==> src/rtl/seq_pkg.sv <==
package seq_pkg;
    typedef enum logic [1:0] {
        XFER_HOLD  = 2'd0,
        XFER_GUARD = 2'd1,
        XFER_SEQ   = 2'd2,
        XFER_TMO   = 2'd3
    } xfer_t;
endpackage

==> src/rtl/seq_table.sv <==
module seq_table #(
    parameter int SW = 6,
    parameter int EW = 74,
    parameter int NO = 8
) (
    input  logic          clk,
    input  logic          we,
    input  logic [SW-1:0] waddr,
    input  logic [EW-1:0] wdata,
    input  logic [SW-1:0] ra_addr,
    output logic [EW-1:0] ra_data,
    input  logic [SW-1:0] lv_addr,
    output logic [NO-1:0] lv_data
);
    localparam int DEPTH = 1 << SW;

    logic [EW-1:0] mem [DEPTH];

    always_ff @(posedge clk) begin
        if (we) mem[waddr] <= wdata;
    end

    assign ra_data = mem[ra_addr];
    assign lv_data = mem[lv_addr][EW-1 -: NO];
endmodule

==> src/rtl/seq_cond.sv <==
module seq_cond #(
    parameter int NI = 8,
    parameter int DW = 8
) (
    input  logic [NI-1:0] sup_in,
    input  logic [NI-1:0] s_mask,
    input  logic [NI-1:0] s_pol,
    input  logic [DW-1:0] s_dly,
    input  logic [DW-1:0] dwell,
    input  logic [DW-1:0] t_len,
    input  logic [DW-1:0] age,
    input  logic [NI-1:0] g_mask,
    input  logic [NI-1:0] g_pol,
    output logic          seq_ok,
    output logic          seq_fire,
    output logic          tmo_fire,
    output logic          guard_hit
);
    assign seq_ok    = ((sup_in ^ s_pol) & s_mask) == '0;
    assign seq_fire  = seq_ok && (dwell == s_dly);
    assign tmo_fire  = (t_len != '0) && (age == t_len - 1'b1);
    assign guard_hit = |((sup_in ^ g_pol) & g_mask);
endmodule

==> src/rtl/seq_timer.sv <==
module seq_timer #(
    parameter int DW = 8
) (
    input  logic          clk,
    input  logic          rst,
    input  logic          restart,
    input  logic          seq_ok,
    output logic [DW-1:0] dwell,
    output logic [DW-1:0] age
);
    localparam logic [DW-1:0] TOP = '1;

    always_ff @(posedge clk) begin
        if (rst || restart) begin
            dwell <= '0;
            age   <= '0;
        end else begin
            dwell <= !seq_ok ? '0 : (dwell != TOP ? dwell + 1'b1 : dwell);
            age   <= (age != TOP) ? age + 1'b1 : age;
        end
    end

    a_r8_restart_clears: assert property (@(posedge clk) disable iff (rst)
        restart |=> (dwell == '0 && age == '0));
    a_r4_drop_clears: assert property (@(posedge clk) disable iff (rst)
        !seq_ok |=> dwell == '0);
endmodule

==> src/rtl/seq_engine.sv <==
module seq_engine #(
    parameter int N_IN  = 8,
    parameter int N_OUT = 8,
    parameter int SW    = 6,
    parameter int DW    = 8
) (
    input  logic                                clk,
    input  logic                                rst,
    input  logic [N_IN-1:0]                     sup_in,
    input  logic                                tbl_we,
    input  logic [SW-1:0]                       tbl_addr,
    input  logic [3*SW+4*N_IN+2*DW+N_OUT-1:0]   tbl_wdata,
    output logic [N_OUT-1:0]                    drv_out,
    output logic [SW-1:0]                       cur_state,
    output logic                                alert
);
    import seq_pkg::*;

    localparam int OFF_GP = SW;
    localparam int OFF_GM = SW + N_IN;
    localparam int OFF_TN = SW + 2*N_IN;
    localparam int OFF_TL = 2*SW + 2*N_IN;
    localparam int OFF_SN = 2*SW + 2*N_IN + DW;
    localparam int OFF_SD = 3*SW + 2*N_IN + DW;
    localparam int OFF_SP = 3*SW + 2*N_IN + 2*DW;
    localparam int OFF_SM = 3*SW + 3*N_IN + 2*DW;
    localparam int EW     = 3*SW + 4*N_IN + 2*DW + N_OUT;

    logic [EW-1:0]    ent;
    logic [N_OUT-1:0] nxt_lvl;
    logic [SW-1:0]    nxt;
    logic [DW-1:0]    dwell, age;
    logic             seq_ok, seq_fire, tmo_fire, guard_hit, restart;
    xfer_t            kind;

    logic [SW-1:0]    g_next, t_next, s_next;
    logic [N_IN-1:0]  g_pol, g_mask, s_pol, s_mask;
    logic [DW-1:0]    t_len, s_dly;

    assign g_next = ent[SW-1:0];
    assign g_pol  = ent[OFF_GP +: N_IN];
    assign g_mask = ent[OFF_GM +: N_IN];
    assign t_next = ent[OFF_TN +: SW];
    assign t_len  = ent[OFF_TL +: DW];
    assign s_next = ent[OFF_SN +: SW];
    assign s_dly  = ent[OFF_SD +: DW];
    assign s_pol  = ent[OFF_SP +: N_IN];
    assign s_mask = ent[OFF_SM +: N_IN];

    seq_table #(.SW(SW), .EW(EW), .NO(N_OUT)) u_tbl (
        .clk(clk), .we(tbl_we), .waddr(tbl_addr), .wdata(tbl_wdata),
        .ra_addr(cur_state), .ra_data(ent),
        .lv_addr(nxt), .lv_data(nxt_lvl)
    );

    seq_cond #(.NI(N_IN), .DW(DW)) u_cond (
        .sup_in(sup_in), .s_mask(s_mask), .s_pol(s_pol), .s_dly(s_dly),
        .dwell(dwell), .t_len(t_len), .age(age),
        .g_mask(g_mask), .g_pol(g_pol),
        .seq_ok(seq_ok), .seq_fire(seq_fire), .tmo_fire(tmo_fire),
        .guard_hit(guard_hit)
    );

    seq_timer #(.DW(DW)) u_tmr (
        .clk(clk), .rst(rst), .restart(restart), .seq_ok(seq_ok),
        .dwell(dwell), .age(age)
    );

    // Transition choice: guard, then sequence, then timeout.
    always_comb begin
        if (guard_hit)     kind = XFER_GUARD;
        else if (seq_fire) kind = XFER_SEQ;
        else if (tmo_fire) kind = XFER_TMO;
        else               kind = XFER_HOLD;
    end

    always_comb begin
        unique case (kind)
            XFER_GUARD: nxt = g_next;
            XFER_SEQ:   nxt = s_next;
            XFER_TMO:   nxt = t_next;
            default:    nxt = cur_state;
        endcase
    end

    assign restart = (kind != XFER_HOLD);

    // State register
    always_ff @(posedge clk) begin
        if (rst) cur_state <= '0;
        else     cur_state <= nxt;
    end

    // Outputs
    always_ff @(posedge clk) begin
        if (rst) begin
            drv_out <= '0;
            alert   <= 1'b0;
        end else begin
            drv_out <= nxt_lvl;
            alert   <= (kind == XFER_GUARD);
        end
    end

    a_r7_guard_jump: assert property (@(posedge clk) disable iff (rst)
        guard_hit |=> cur_state == $past(g_next));
    a_r7_alert_cause: assert property (@(posedge clk) disable iff (rst)
        alert |-> $past(guard_hit));
    a_r6_seq_wins: assert property (@(posedge clk) disable iff (rst)
        (seq_fire && !guard_hit) |=> cur_state == $past(s_next));
    a_r5_tmo_jump: assert property (@(posedge clk) disable iff (rst)
        (tmo_fire && !seq_fire && !guard_hit) |=> cur_state == $past(t_next));
    a_r3_no_early_move: assert property (@(posedge clk) disable iff (rst)
        (!guard_hit && !seq_fire && !tmo_fire) |=> $stable(cur_state));
endmodule

==> config.mk <==
export PLATFORM = sky130hd
export DESIGN_NAME = seq_engine
export DESIGN_NICKNAME = d
export VERILOG_FILES = /design/src/rtl/seq_pkg.sv /design/src/rtl/seq_table.sv /design/src/rtl/seq_cond.sv /design/src/rtl/seq_timer.sv /design/src/rtl/seq_engine.sv
export SDC_FILE = /design/constraint.sdc
export NUM_CORES = 2
export LEC_CHECK = 0
export BUFFER_PORTS_ARGS = -buffer_cell sky130_fd_sc_hd__buf_2
export CAP_MARGIN = 15
export CELL_PAD_IN_SITES_DETAIL_PLACEMENT = 1
export CELL_PAD_IN_SITES_GLOBAL_PLACEMENT = 1
export CORE_MARGIN = 2
export CORE_UTILIZATION = 35
export DETAILED_ROUTE_END_ITERATION = 7
export PLACE_DENSITY = 0.56
export SLEW_MARGIN = 20
export SYNTH_ARGS = -nofsm -noshare
export SYNTH_HDL_FRONTEND = slang
export SYNTH_MEMORY_MAX_BITS = 65536
export SYNTH_SLANG_ARGS = --single-unit
==> constraint.sdc <==
create_clock -name clk -period 10.2 [get_ports clk]
set_input_delay 1.53 -clock clk [delete_from_list [all_inputs] [get_ports clk]]
set_output_delay 1.53 -clock clk [all_outputs]
set_load 0.02 [all_outputs]
# Yosys cells after proc, flatten, opt, wreduce, memory -nomap -nowiden
# Memory sizes are Yosys's and may differ from the RTL's. A register that Yosys moved wholly into a read port is not among the register bits.
# Cells that the tools add are included.
word_totals:
  input_bits: 91
  output_inout_bits: 15
  ramBits: 4736
  mem_count: 1
  ff_bits: 23
mem_list:
  columns: ["memory", "depth", "width", "read_ports", "rd_clocked_by_memory_dff", "wr", "line", "text"]
  rows:
  - ["u_tbl.mem", 64, 74, 2, 2, 1, "seq_table.sv:17", "logic [EW-1:0] mem [DEPTH];"]
classes:
  eq_ne: 7
  mux: 7
  n_bitwise: 5
  addsub: 3
  reduce_logical: 8
ops:
  columns: ["operator", "n"]
  rows:
  - ["$pmux 6 s3", 1]
  - ["$add 8x1->8 const B", 2]
  - ["$and 8x8->8", 2]
  - ["$eq 8x8->1", 2]
  - ["$ne 8x8->1 const B", 2]
  - ["$xor 8x8->8", 2]
  - ["$logic_not 8->1", 1]
  - ["$reduce_bool 8->1", 1]
  - ["$reduce_or 8->1", 1]
  - ["$sub 8x1->8 const B", 1]
  - ["$mux 2", 3]
  - ["$mux 6", 1]
  - ["$eq 2x2->1 const B", 2]
  - ["$eq 2x1->1 const B", 1]
  - ["$logic_and 1x1->1", 2]
  - ["$mux 1", 2]
  - ["$reduce_bool 2->1", 1]
  - ["$reduce_or 2->1", 1]
  - ["$logic_or 1x1->1", 1]
  - ["$not 1->1", 1]

# Longest topological paths before layout
logic_depth:
  ltp_word: 9
  ltp_mapped: 28

# Hierarchy
# Synthesis repeated with hierarchy kept, for this count alone.
unflattened:
  hier_cells: 8046
  hier_area_um2: 184517.0
by_module_without_submodules:
  columns: ["module", "n_inst", "area_each_um2", "seq_area_each_um2", "cells_per_inst"]
  rows:
  - ["seq_table", 1, 182502.5, 142216.4, 7816]
  - ["seq_timer", 1, 765.7, 320.3, 88]
  - ["seq_engine", 1, 688.2, 300.3, 71]
  - ["seq_cond", 1, 560.5, 0.0, 71]

# Least setup slack after synthesis
# OpenSTA, ideal clock, no wires.
synth_timing:
  path_kind: "input-to-reg"
  startpoint: "input tbl_addr[4]"
  endpoint: "memory u_tbl.mem[32][0], enable pin"
  t_required_ps: 9603
  arrival_ps: 7024
  slack_ps: 2580
  setup_time_ps: 597
  stages: 4
  cell_sequence: "clkbuf_1 > nor2_1 > nand4b_1 > nor3_1"
synth_rtl:
  columns: ["item", "line", "text"]
  rows:
  - ["from (decl)", "seq_engine.sv:11", "input logic [SW-1:0] tbl_addr,"]
  - ["to (decl)", "seq_table.sv:17", null]
# No word-level cell before the write port.

# Final worst setup path
layout_timing:
  startpoint: "register cur_state[2]"
  endpoint: "register drv_out[1], read port of u_tbl.mem"
layout_between:
  elab_chain_len: 1
layout_rtl:
  columns: ["item", "line", "text"]
  rows:
  - ["from (decl)", "seq_engine.sv:14", "output logic [SW-1:0] cur_state,"]
  - ["from (signal assigned)", "seq_engine.sv:91", "else cur_state <= nxt;"]
  - ["$pmux 6 s3", "seq_engine.sv:78", "unique case (kind)"]
  - ["to (decl)", "seq_engine.sv:13", "output logic [N_OUT-1:0] drv_out,"]
# Every way passes these cells.
# A chain may end at the register's enable or synchronous reset.

==> results.yml <==
synth:
  yosys.area.top_type: "edfxtp_1"
  yosysWarnings: 0
  yosys_register_bits: 4767
  syn_inst: 8225
  synthTopCellsByArea: "edfxtp_1, mux4_2, mux2i_1"
  synth-seq-area-share_pct: 77.6
  netlist_area_sq_um: 184000
  synth.top_cell.area_share_pct: 77.2
  async_flop_share_pct: 0
  syn_nets: 8319
  synth_flop_cell: "edfxtp_1"
  synth_cell_types: 87
  synth_edf_count: 4736
  avgSynthCellArea_sq_um: 22.4
clock_tree:
  clk_pin_slew_worst_paths_ps: 60
  clock-sinks: 4767
  numCtsBuffers: 480
  cts_hold_buf: 0
  clk_latency_ps: 1060
  clock-root-buffer: "clkbuf_16"
  clock_path_buffers: 4
  cts_setup_buffers: 0
  cts_tree: "built"
  cts_resized: 0
  cts_max_level: 5
sta:
  setup_viol: 0
  timing.final.crit_share_pct: 77.9
  fin_crit_ps: 7950
  slew_headroom_pct: 9.00
  rsz0062_at_grt: "false"
  hold_violations: 0
  worst_pin_slew_ps: 1360
  finClkSkew_ps: 76.7
  timing.setup.tns_ps: 0
  slew_violations: 0
  hold-worst-slack_ps: 567
  fmax_mhz: 126
setup_path:
  worstPathCellList: "buf_4, nand2b_1, o22ai_1, nor3_1, nor4_1, and4_1, o21ai_0, nor4_1, buf_4, o211ai_1, and2_0, a31oi_4, nand2b_1, buf_4, nor2_1, a21oi_1, o211ai_1, nand3_1"
  arrival_ps: 8900
  slowest_delay_ps: 920
  crit_slowest_cell: "nor4_1"
  cp_max_fo: 49
  crit_path_end_kind: "flip-flop"
  path_common_cell: "buf_4"
  path_class: "flip-flop to flip-flop"
  start_kind: "flip-flop"
  critPathRequiredTime_ps: 11150
grt:
  grt_pass1_wl_mm: 813
  grtUsageTotal_pct: 22.1
  grt_pass1_vias: 94500
  grt_max_degree: 125
  antenna_found_initial: 54
  grt_overflow: 0
layout:
  fillers: 49300
  layout-area-overhead-vs-synth_pct: 13.9
  final_common_cell: "edfxtp_1"
  multi_input_area_sq_um: 39300
  final_layout_size_suffix_gt1_share_pct: 25.2
  seq_area_sq_um: 143000
  postLayoutCoreUtil_pct: 40.0
  final_cell_mix: "edfxtp_1, mux4_2, mux2i_1, clkbuf_16, buf_4"
  nets: 8733
  final_cells: 16000
die:
  ios: 106
  start_util_pct: 35.1
  die_w_microns: 729
  rows: 266
  die_area_sq_um: 532000
  core_sq_um: 525000
  fp.dieH_microns: 729
route:
  vias_per_cell: 5.75
  drc: 0
  initialDrtViolationCount: 11000
  drt_wl_total_mm: 598
  antenna_left: 0
  firstDrtPassIters: 6
  via_count: 92100
  routedWlPerCell_microns: 37.3
power:
  sw_frac_of_total_pct: 31.1
  vdd_drop_max_mv: 0.794
  power.internal_w: 0.0380
  cellPowerDensity_nw_per_um2: 263
  pwr-share-seq_pct: 39.7
  p_total_w: 0.0552
  p_sw_w: 0.0172
  p_clk_share_pct: 31.5
  leakage_nw: 64.2
  power_frac_comb_pct: 28.8
place:
  gp_congestion: 0.795
  port_buffers: 105
  post-place-cells: 15100
  dpl.hpwl_mm: 308
job:
  drv_cap: 0
outcome:
  outcome: "completed"
hold_path:
  hold_path.class: "flip-flop to flip-flop"
[kinds of logic after synthesis]
kind of cell / after synthesis / synth area share (%)
simple gates: 633 / 1.71
fa+ha+maj: 3 / 0.0204
flops: 4767 / 77.6
mux: 1723 / 16.8
buf+inv: 448 / 1.39
compound gates: 536 / 2.02
xor+xnor: 115 / 0.547
[metal layers]
layer	wire length, microns	share of wire (%)	GRT usage [%]	vias up
met2	295000	49	37.2	3525
met3	37800	6.3	2.98	741
met4	13900	2.3	4.91	6
met1	250000	42	30.6	52100
met5	41	0.0069	0	-
li1	-	-	-	35700
[sequential cells by signal (all words and copies together) (netlist names)]
register     flops
u_tbl.mem     4736
drv_out          8
u_tmr.age        8
u_tmr.dwell      8
cur_state        6
alert            1
[stage by stage]
stage / setup slack, ps / instance area, sq um
after floorplan: 2580 / 184000
after global placement: 2150 / 194000
after detailed placement: 2210 / 194000
after CTS: 2170 / 210000
after global routing: 1970 / 210000
final: 2250 / 210000
[cell type report]
type                       instances  share of cell area [%]
antenna                           26                  0.0310
clock buffer                     609                    6.03
clock inverter                   265                    1.24
inverter                          17                  0.0376
multi-input combinational       3010                    18.7
sequential                      4767                    68.1
tap                             6968                    4.16
timing repair buffer             363                    1.65
[worst max-delay path: cells and delay by family (launching register included)]
kind / cells / cell delay [ps]
flops: 1 / 660
simple gates: 9 / 3840
buf+inv: 3 / 1210
compound gates: 6 / 2060
[cells in the mapped netlist, drive strengths merged, types with 5 or more instances]
| cell | n |
|---|---|
| or2 | 6 |
| a22oi | 103 |
| nand2 | 179 |
| o211ai | 23 |
| buf | 306 |
| nor2b | 32 |
| mux4 | 1078 |
| a22o | 13 |
| o31ai | 8 |
| and3 | 16 |
| nor4 | 28 |
| nand3b | 10 |
| o22ai | 95 |
| nor2 | 156 |
| a311oi | 6 |
| dfxtp | 31 |
| nand3 | 83 |
| clkbuf | 125 |
| o32ai | 7 |
| and2 | 16 |
| edfxtp | 4736 |
| nand4 | 17 |
| a21boi | 8 |
| xnor2 | 68 |
| or3 | 7 |
| a211oi | 11 |
| or3b | 10 |
| o221ai | 13 |
| a221oi | 20 |
| a221o | 7 |
| inv | 16 |
| a31oi | 19 |
| a21oi | 79 |
| nand2b | 14 |
| mux2 | 80 |
| xor2 | 47 |
| a32oi | 16 |
| o2bb2ai | 5 |
| o21ai | 62 |
| nor3 | 28 |
| mux2i | 565 |
| and4 | 8 |
[final timing paths]
check	start	end	slack, ps	depth (start not counted)
hold / removal	u_tmr.dwell[2]$_SDFFE_PP0P_	u_tmr.dwell[2]$_SDFFE_PP0P_	570	1
setup reg to reg	cur_state[2]$_SDFF_PP0_	drv_out[1]$_SDFF_PP0_	2250	18
setup / recovery	cur_state[2]$_SDFF_PP0_	drv_out[1]$_SDFF_PP0_	2250	18
hold reg to reg	u_tmr.dwell[2]$_SDFFE_PP0P_	u_tmr.dwell[2]$_SDFFE_PP0P_	570	1
[power by group through the flow]
stage | sequential [W] | clock [W] | combinational, W
finish | 0.0219 | 0.0174 | 0.0159
global placement | 0.0223 | 0 | 0.0159
global route | 0.0219 | 0.0184 | 0.0167
CTS | 0.0219 | 0.0177 | 0.0160
floorplan | 0.0222 | 0 | 0.0110
detailed placement | 0.0223 | 0 | 0.0160
Note: power is estimated with default switching activity, not from simulation.
